### src/rtl/lineout_seq_pkg.sv
package lineout_seq_pkg;

    typedef enum logic [1:0] {
        ST_IDLE,
        ST_ISSUE,
        ST_SETTLE,
        ST_LIVE
    } seq_state_t;

    typedef struct packed {
        logic [7:0] addr;
        logic [7:0] data;
        logic       settle_after;
        logic       final_step;
    } script_entry_t;

    localparam int STEP_W   = 4;
    localparam int UP_FIRST = 0;
    localparam int DN_FIRST = 8;

    // register addresses
    localparam logic [7:0] RG_POWER = 8'h00;
    localparam logic [7:0] RG_ROUTE = 8'h02;
    localparam logic [7:0] RG_MODE  = 8'h03;
    localparam logic [7:0] RG_RATE  = 8'h05;
    localparam logic [7:0] RG_LEVEL = 8'h07;
    localparam logic [7:0] RG_VOL   = 8'h0A;

    // bit positions decoded by the codec
    localparam int MODE_PSAVE_BIT = 6;
    localparam int MODE_FDAC_BIT  = 1;
    localparam int ROUTE_LINE_BIT = 4;
    localparam int PWR_DAC_BIT    = 2;
    localparam int PWR_LINE_BIT   = 3;
    localparam int PWR_FILT_BIT   = 7;
    localparam logic [7:0] PWR_OTHER = 8'h40;

    function automatic logic [7:0] power_word(input logic on);
        logic [7:0] w;
        w = PWR_OTHER;
        w[PWR_DAC_BIT]  = on;
        w[PWR_LINE_BIT] = on;
        w[PWR_FILT_BIT] = on;
        return w;
    endfunction

    function automatic logic [7:0] mode_word(input logic psave);
        logic [7:0] w;
        w = 8'h00;
        w[MODE_FDAC_BIT]  = 1'b1;
        w[MODE_PSAVE_BIT] = psave;
        return w;
    endfunction

endpackage

### src/rtl/lo_script_rom.sv
module lo_script_rom
    import lineout_seq_pkg::*;
#(
    parameter logic [7:0] RATE_CODE = 8'h02,
    parameter logic [7:0] VOL_CODE  = 8'h91
) (
    input  logic [STEP_W-1:0] idx,
    output script_entry_t     entry
);
    logic [7:0] route_on;

    always_comb begin
        route_on = 8'h00;
        route_on[ROUTE_LINE_BIT] = 1'b1;
    end

    always_comb begin
        entry = '0;
        unique case (idx)
            4'd0:  entry = '{RG_RATE,  RATE_CODE,          1'b0, 1'b0};
            4'd1:  entry = '{RG_ROUTE, route_on,           1'b0, 1'b0};
            4'd2:  entry = '{RG_MODE,  mode_word(1'b0),    1'b0, 1'b0};
            4'd3:  entry = '{RG_LEVEL, 8'h00,              1'b0, 1'b0};
            4'd4:  entry = '{RG_VOL,   VOL_CODE,           1'b0, 1'b0};
            4'd5:  entry = '{RG_MODE,  mode_word(1'b1),    1'b0, 1'b0};
            4'd6:  entry = '{RG_POWER, power_word(1'b1),   1'b1, 1'b0};
            4'd7:  entry = '{RG_MODE,  mode_word(1'b0),    1'b0, 1'b1};
            4'd8:  entry = '{RG_MODE,  mode_word(1'b1),    1'b0, 1'b0};
            4'd9:  entry = '{RG_POWER, power_word(1'b0),   1'b0, 1'b0};
            4'd10: entry = '{RG_ROUTE, 8'h00,              1'b1, 1'b0};
            4'd11: entry = '{RG_MODE,  mode_word(1'b0),    1'b0, 1'b1};
            default: entry = '0;
        endcase
    end

endmodule

### src/rtl/lo_settle_timer.sv
module lo_settle_timer #(
    parameter int WAIT_TICKS = 310
) (
    input  logic clk,
    input  logic rst_n,
    input  logic clear,
    input  logic tick,
    output logic expired
);
    localparam int CNT_W = $clog2(WAIT_TICKS + 1);
    localparam logic [CNT_W-1:0] LIMIT = CNT_W'(WAIT_TICKS);

    logic [CNT_W-1:0] cnt;

    always_ff @(posedge clk or negedge rst_n) begin
        if (!rst_n) begin
            cnt <= '0;
        end else if (clear) begin
            cnt <= '0;
        end else if (tick && cnt != LIMIT) begin
            cnt <= cnt + 1'b1;
        end
    end

    assign expired = (cnt == LIMIT);

endmodule

### src/rtl/lo_stop_latch.sv
module lo_stop_latch (
    input  logic clk,
    input  logic rst_n,
    input  logic set,
    input  logic clr,
    output logic pend
);
    always_ff @(posedge clk or negedge rst_n) begin
        if (!rst_n) begin
            pend <= 1'b0;
        end else if (clr) begin
            pend <= 1'b0;
        end else if (set) begin
            pend <= 1'b1;
        end
    end
endmodule

### src/rtl/lineout_seq.sv
module lineout_seq
    import lineout_seq_pkg::*;
#(
    parameter int         TICK_US    = 1000,
    parameter int         WAIT_TICKS = 310000 / TICK_US,
    parameter logic [7:0] RATE_CODE  = 8'h02,
    parameter logic [7:0] VOL_CODE   = 8'h91
) (
    input  logic       clk,
    input  logic       rst_n,
    input  logic       tick_i,
    input  logic       start_i,
    input  logic       stop_i,
    output logic       wr_valid_o,
    output logic [7:0] wr_addr_o,
    output logic [7:0] wr_data_o,
    input  logic       wr_ready_i,
    output logic       busy_o,
    output logic       active_o,
    output logic       done_o
);
    localparam logic [STEP_W-1:0] STEP_UP0 = STEP_W'(UP_FIRST);
    localparam logic [STEP_W-1:0] STEP_DN0 = STEP_W'(DN_FIRST);

    seq_state_t        state, state_nx;
    logic [STEP_W-1:0] step, step_nx;
    script_entry_t     cur;
    logic              hs, expired, pend_stop, in_up, done_q;

    lo_script_rom #(
        .RATE_CODE(RATE_CODE),
        .VOL_CODE (VOL_CODE)
    ) u_rom (
        .idx  (step),
        .entry(cur)
    );

    lo_settle_timer #(
        .WAIT_TICKS(WAIT_TICKS)
    ) u_timer (
        .clk    (clk),
        .rst_n  (rst_n),
        .clear  (state != ST_SETTLE),
        .tick   (tick_i),
        .expired(expired)
    );

    assign in_up = (state == ST_ISSUE || state == ST_SETTLE) && (step < STEP_DN0);

    lo_stop_latch u_stop (
        .clk  (clk),
        .rst_n(rst_n),
        .set  (stop_i && in_up),
        .clr  (state == ST_LIVE),
        .pend (pend_stop)
    );

    assign hs = (state == ST_ISSUE) && wr_ready_i;

    // state register
    always_ff @(posedge clk or negedge rst_n) begin
        if (!rst_n) begin
            state  <= ST_IDLE;
            step   <= STEP_UP0;
            done_q <= 1'b0;
        end else begin
            state  <= state_nx;
            step   <= step_nx;
            done_q <= hs && cur.final_step;
        end
    end

    // next-state logic
    always_comb begin
        state_nx = state;
        step_nx  = step;
        unique case (state)
            ST_IDLE: begin
                if (start_i) begin
                    state_nx = ST_ISSUE;
                    step_nx  = STEP_UP0;
                end
            end
            ST_ISSUE: begin
                if (hs) begin
                    if (cur.final_step) begin
                        state_nx = (step < STEP_DN0) ? ST_LIVE : ST_IDLE;
                    end else begin
                        step_nx  = step + STEP_W'(1);
                        state_nx = cur.settle_after ? ST_SETTLE : ST_ISSUE;
                    end
                end
            end
            ST_SETTLE: begin
                if (expired) begin
                    state_nx = ST_ISSUE;
                end
            end
            ST_LIVE: begin
                if (stop_i || pend_stop) begin
                    state_nx = ST_ISSUE;
                    step_nx  = STEP_DN0;
                end
            end
            default: state_nx = ST_IDLE;
        endcase
    end

    // outputs
    always_comb begin
        wr_valid_o = (state == ST_ISSUE);
        wr_addr_o  = cur.addr;
        wr_data_o  = cur.data;
        busy_o     = (state == ST_ISSUE) || (state == ST_SETTLE);
        active_o   = (state == ST_LIVE);
        done_o     = done_q;
    end

endmodule

### config.mk
export PLATFORM = sky130hd
export DESIGN_NAME = lineout_seq
export DESIGN_NICKNAME = d
export VERILOG_FILES = /design/src/rtl/lineout_seq_pkg.sv /design/src/rtl/lo_script_rom.sv /design/src/rtl/lo_settle_timer.sv /design/src/rtl/lo_stop_latch.sv /design/src/rtl/lineout_seq.sv
export SDC_FILE = /design/constraint.sdc
export NUM_CORES = 1
export LEC_CHECK = 0
export BUFFER_PORTS_ARGS = -buffer_cell sky130_fd_sc_hd__clkbuf_2
export CORE_UTILIZATION = 58
export CTS_BUF_LIST = sky130_fd_sc_hd__clkbuf_16
export CTS_CLUSTER_DIAMETER = 120
export DETAILED_ROUTE_END_ITERATION = 8
export PLACE_DENSITY = 0.84
export SYNTH_ARGS = -nofsm -noshare
export SYNTH_HDL_FRONTEND = slang
export SYNTH_SLANG_ARGS = --single-unit
### constraint.sdc
create_clock -name clk -period 3.8 [get_ports clk]
set_input_delay 0.19 -clock clk [delete_from_list [all_inputs] [get_ports clk]]
set_output_delay 0.19 -clock clk [all_outputs]
set_load 0.02 [all_outputs]
Word level (Yosys, flattened, before mapping)
Memory sizes are Yosys's and may differ from the RTL's.
Index checks and enable logic that the tools add are counted.

word-level totals
  logic and storage cells = 50
  memories = 1
  output and inout bits = 20
  input bits = 6
  bits in read-only memories = 208
  register bits after elaboration = 17

memories
  name             words  width  read ports  clocked after Yosys merged registers in  write ports  RTL line             RTL
  (no name shown)  16     13     1           0                                        0            lo_script_rom.sv:19  unique case (idx)

cells by class
  add/subtract/negate cells = 2
  order comparisons = 1
  equal/unequal tests = 11
  mux-type cells = 17
  reduce and logical (&&, ||, !) cells = 13

operators with widths
  cell                 count
  $mux 9               2
  $mux 4               4
  $mux 2               7
  $pmux 4 s3           1
  $add 9x1->9 const B  1
  $eq 9x9->1 const B   1
  $ne 9x9->1 const B   1
  $ne 2x2->1 const B   4
  $pmux 2 s4           1
  $logic_and 1x1->1    5
  $reduce_and 5->1     1
  $add 4x1->4 const B  1
  $eq 2x2->1 const B   2
  $lt 4x4->1 const B   1
  $ne 2x1->1 const B   2
  $reduce_and 4->1     1
  $reduce_bool 2->1    2
  $reduce_bool 3->1    1
  $eq 2x1->1 const B   1
  $logic_not 2->1      1
  $logic_or 1x1->1     2
  $mux 1               2

Depth between registers and ports, before layout
  word-level depth = 6
  mapped depth = 7
  depth with buffers taken out = 6

Hierarchy
From an unflattened synthesis, not the netlist that was laid out.

second synthesis, totals
  cell total of the unflattened synthesis = 138
  area total of the unflattened synthesis = 1346.3 sq um

modules (own cells, without submodules)
  module           instances  sequential area each (sq um)  cells each  area each (sq um)
  lineout_seq      1          175.2                         48          515.5
  lo_settle_timer  1          225.2                         52          504.2
  lo_script_rom    1          0.0                           36          291.5
  lo_stop_latch    1          25.0                          2           35.0

Least setup slack after synthesis
OpenSTA, ideal clock, no wires.

  path type = register to register
  start = reg state[0]
  end = reg state[0]
  cell stages (with the launch flop) = 6
  setup time = 0.125 ns
  data required time = 3.675 ns
  setup slack = 2.002 ns
  arrival time = 1.673 ns
  period minus slack after synthesis = 1.798 ns
  path buffers = 0
  path through = dfrtp_1 ha_1 nor2b_1 a221o_1 nand2b_2 mux2_4

between the ends
  longest elaborated chain between the ends = 4
  elaborated cells between the ends (all ways) = 11
  those cells by class = 7 x eq/ne; 1 x mux; 3 x reduce/logical

RTL lines
  item                        RTL line           RTL
  start: declaration          lineout_seq.sv:25  seq_state_t state, state_nx;
  start signal: assignment    lineout_seq.sv:67  state <= state_nx;
  $eq 2x1->1 (*)              --
  named net wr_valid_o        lineout_seq.sv:14  output logic wr_valid_o,
  $logic_and 1x1->1           lineout_seq.sv:58  assign hs = (state == ST_ISSUE) && wr_ready_i;
  $ne 2x1->1 (no line)        --
  $reduce_and 4->1 (no line)  --

Mark *: on every way through the listed nets, which the timed path passes. The rest lies on a longest branch.
A chain may end at the register's enable or synchronous reset.

Final worst setup path
  start = reg step[0]
  end = out wr_data_o[1]

between the ends
  longest elaborated chain between the ends = 1

RTL lines
  item                      RTL line           RTL
  start: declaration        lineout_seq.sv:26  logic [STEP_W-1:0] step, step_nx;
  start signal: assignment  lineout_seq.sv:68  step <= step_nx;
  $mem_v2 16x13             --
  end: declaration          lineout_seq.sv:16  output logic [7:0] wr_data_o,

Every way passes these cells.

==> results.md <==
* Status: finished clean
* Final core utilization at 71.5%
* Antenna diodes at 0
* Mapped cell area at 1240 sq um
* Min Tclk post-route at 1.94 ns
* Setup TNS at 0 ns
* Share of the synthesized area in the top cell type at 34.2%
* Synth-to-layout area growth at 13.9%
* Post-synth top cells: dfrtp_1, ha_1, inv_1
* Chip width at 48.3 um
* Final instance area at 1420 sq um
* Tcrit/Tclk final at 51.0%
* CTS Buffer Depth at 2
* Drt via density at 5.43
* Die area at 2340 sq um
* Crit path capture type: output pin
* Syn Area/Cell at 9.36 sq um
* Top cells by area, synth: dfrtp_1, ha_1, buf_4, mux2i_1, inv_1
* Core Box Area at 1980 sq um
* Clk slew on worst S/H paths at 0.05 ns
* Post-synth top area cell: dfrtp_1
* Power Total at 0.566 mW
* Worst setup SP type: register
* Post-DP Area at 1330 sq um
* Post-CTS Hold Buffers at 1
* Most frequent cell after synthesis: dfrtp_1
* Final net count at 171
* H-tree depth at 1
* Total Wirelength at 2.38 mm
* First-pass GRT wire length at 3.93 mm
* Netlist cell types at 44
* PostCTS Resize Cnt at 0
* Antenna violations before repair at 0
* Final hold slack at 0.185 ns
* # IOs at 26
* Critical Path RT at 3.61 ns
* Layout cells sized above 1 at 21.7%
* CTS tree: done
* Peak VDD IR at 232 uV
* Number of synthesized flops with an enable pin at 0
* Initial Utilization at 62.8%
* Row count at 16
* Vias in the first global route at 854
* Total CTS buffers at 3
* Final GP Congestion at 0.850
* Total global routing overflow at 0
* GRT Overall Usage at 21.9%
* Max_cap viols at 0
* Max Clk Rate at 516 MHz
* Seq/Total Area, Yosys at 34.2%
* CTS root buf: clkbuf_16
* WS Path Type: register to output pin
* Setup violators final at 0
* CP Max Fanout at 5
* Clk_lat worst skew at 0.25 ns
* Drt pass-1 iters at 4
* Final HPWL DP at 1.73 mm
* Synthesis warning total at 0
* Syn Inst Count at 133
* Ys flop type: dfrtp_1
* Placed instance count at 174
* DR WL/cell at 13.3 um
* DRT iter0 DRCs at 21
* Fin cells at 179
* Worst setup margin at 1.86 ns
* Post-route ant nets at 0
* Leakage at 0.723 nW
* RSZ-0062 raised after global routing: no
* Port buffer count at 20
* Clk_skew at 0.00187 ns
* Via count at 972
* HP Class: input port to register
* Post-synth ARST share at 100%
* Post-CTS setup buffer count at 0
* Max-slew violations at 0
* CP Data Arrival Time at 1.75 ns
* Power per cell area at 399 nW/um^2
* Final hold vios at 0
* Largest net degree at the start of global routing at 18
* Dpl ws at 1.94 ns
* Die Height at 48.3 um
* Yosys reg bits at 17
* CTS sink cnt at 17
* DRC Markers at 0
==> cell usage in the layout, fill, tap and decap left out, types with 4 or more instances in the layout <==
master | synthesis | routed
o21ai_0 | 5 | 5
clkbuf_2 | 0 | 20
inv_1 | 11 | 12
nand3_1 | 4 | 4
xnor2_1 | 4 | 4
conb_1 | 1 | 5
nor2_1 | 8 | 8
and2_1 | 6 | 6
nand2_1 | 9 | 9
mux2i_1 | 5 | 5
dfrtp_1 | 17 | 17
ha_1 | 12 | 12
nor3_1 | 4 | 4
==> worst max-delay path, stage by stage, from the launching register on <==
cell	delay (ns)
dfrtp_1	0.42
inv_1	0.14
ha_1	0.36
nor2_1	0.15
a21oi_1	0.05
o21ai_0	0.17
clkbuf_2	0.21
==> kinds of logic (layout without fill, tap and decap cells) <==
logic type | Yosys count | after routing | share of synthesized area, %
and+or+nand+nor | 47 | 47 | 22.0
AOI/OAI and AO/OA | 21 | 21 | 12.3
adders and majority gates | 12 | 12 | 12.1
muxes | 7 | 7 | 6.13
buffers and inverters | 22 | 37 | 8.84
DFF | 17 | 17 | 34.2
xor gates and xnor gates | 6 | 6 | 4.22
other | 1 | 5 | 0.301
==> path summary, 6_finish.rpt <==
check / endpoint / slack (ns) / startpoint / depth (start not counted)
worst min-delay path: done_o / 0.18 / wr_ready_i / 2
worst max-delay path: wr_data_o[1] / 1.86 / step[0] / 6
min in group asynchronous: u_timer.cnt[2] / 0.42 / rst_n / 2
worst max register to register: step[0] / 1.93 / state[1] / 6
worst min register to register: u_stop.pend / 0.50 / u_stop.pend / 2
max in group asynchronous: u_timer.cnt[5] / 3.07 / rst_n / 2
==> power by group <==
group / internal, mW / switching, mW / leakage, nW / total, mW
clock: 0.140 / 0.0683 / 0.0423 / 0.208
combinational: 0.0537 / 0.0529 / 0.478 / 0.107
sequential: 0.210 / 0.0419 / 0.203 / 0.251
total: 0.403 / 0.163 / 0.723 / 0.566
==> metal layers <==
| metal | vias up | global-route usage [%] | part of all wire (%) |
|---|---|---|---|
| met5 | - | 0 | 0 |
| met3 | 4 | 2.83 | 2.8 |
| met1 | 472 | 28.0 | 44 |
| met4 | 0 | 7.84 | 1.1 |
| met2 | 19 | 38.0 | 52 |
| li1 | 477 | - | - |
==> state kept, by name (all words and copies together) (netlist names) <==
| register | cells |
|---|---|
| done_o | 1 |
| state | 2 |
| step | 4 |
| u_stop.pend | 1 |
| u_timer.cnt | 9 |
==> area by class of cell <==
type / instances / area [sq um]
multi-input cells: 98 / 724
fillers: 143 / 564
flip-flops and latches: 17 / 425
repair buffers: 21 / 110
clock buffers: 3 / 75.1
inverters: 12 / 45.0
well taps: 27 / 33.8
clock inverters: 1 / 3.75
Power figures use the tool's default switching activity.
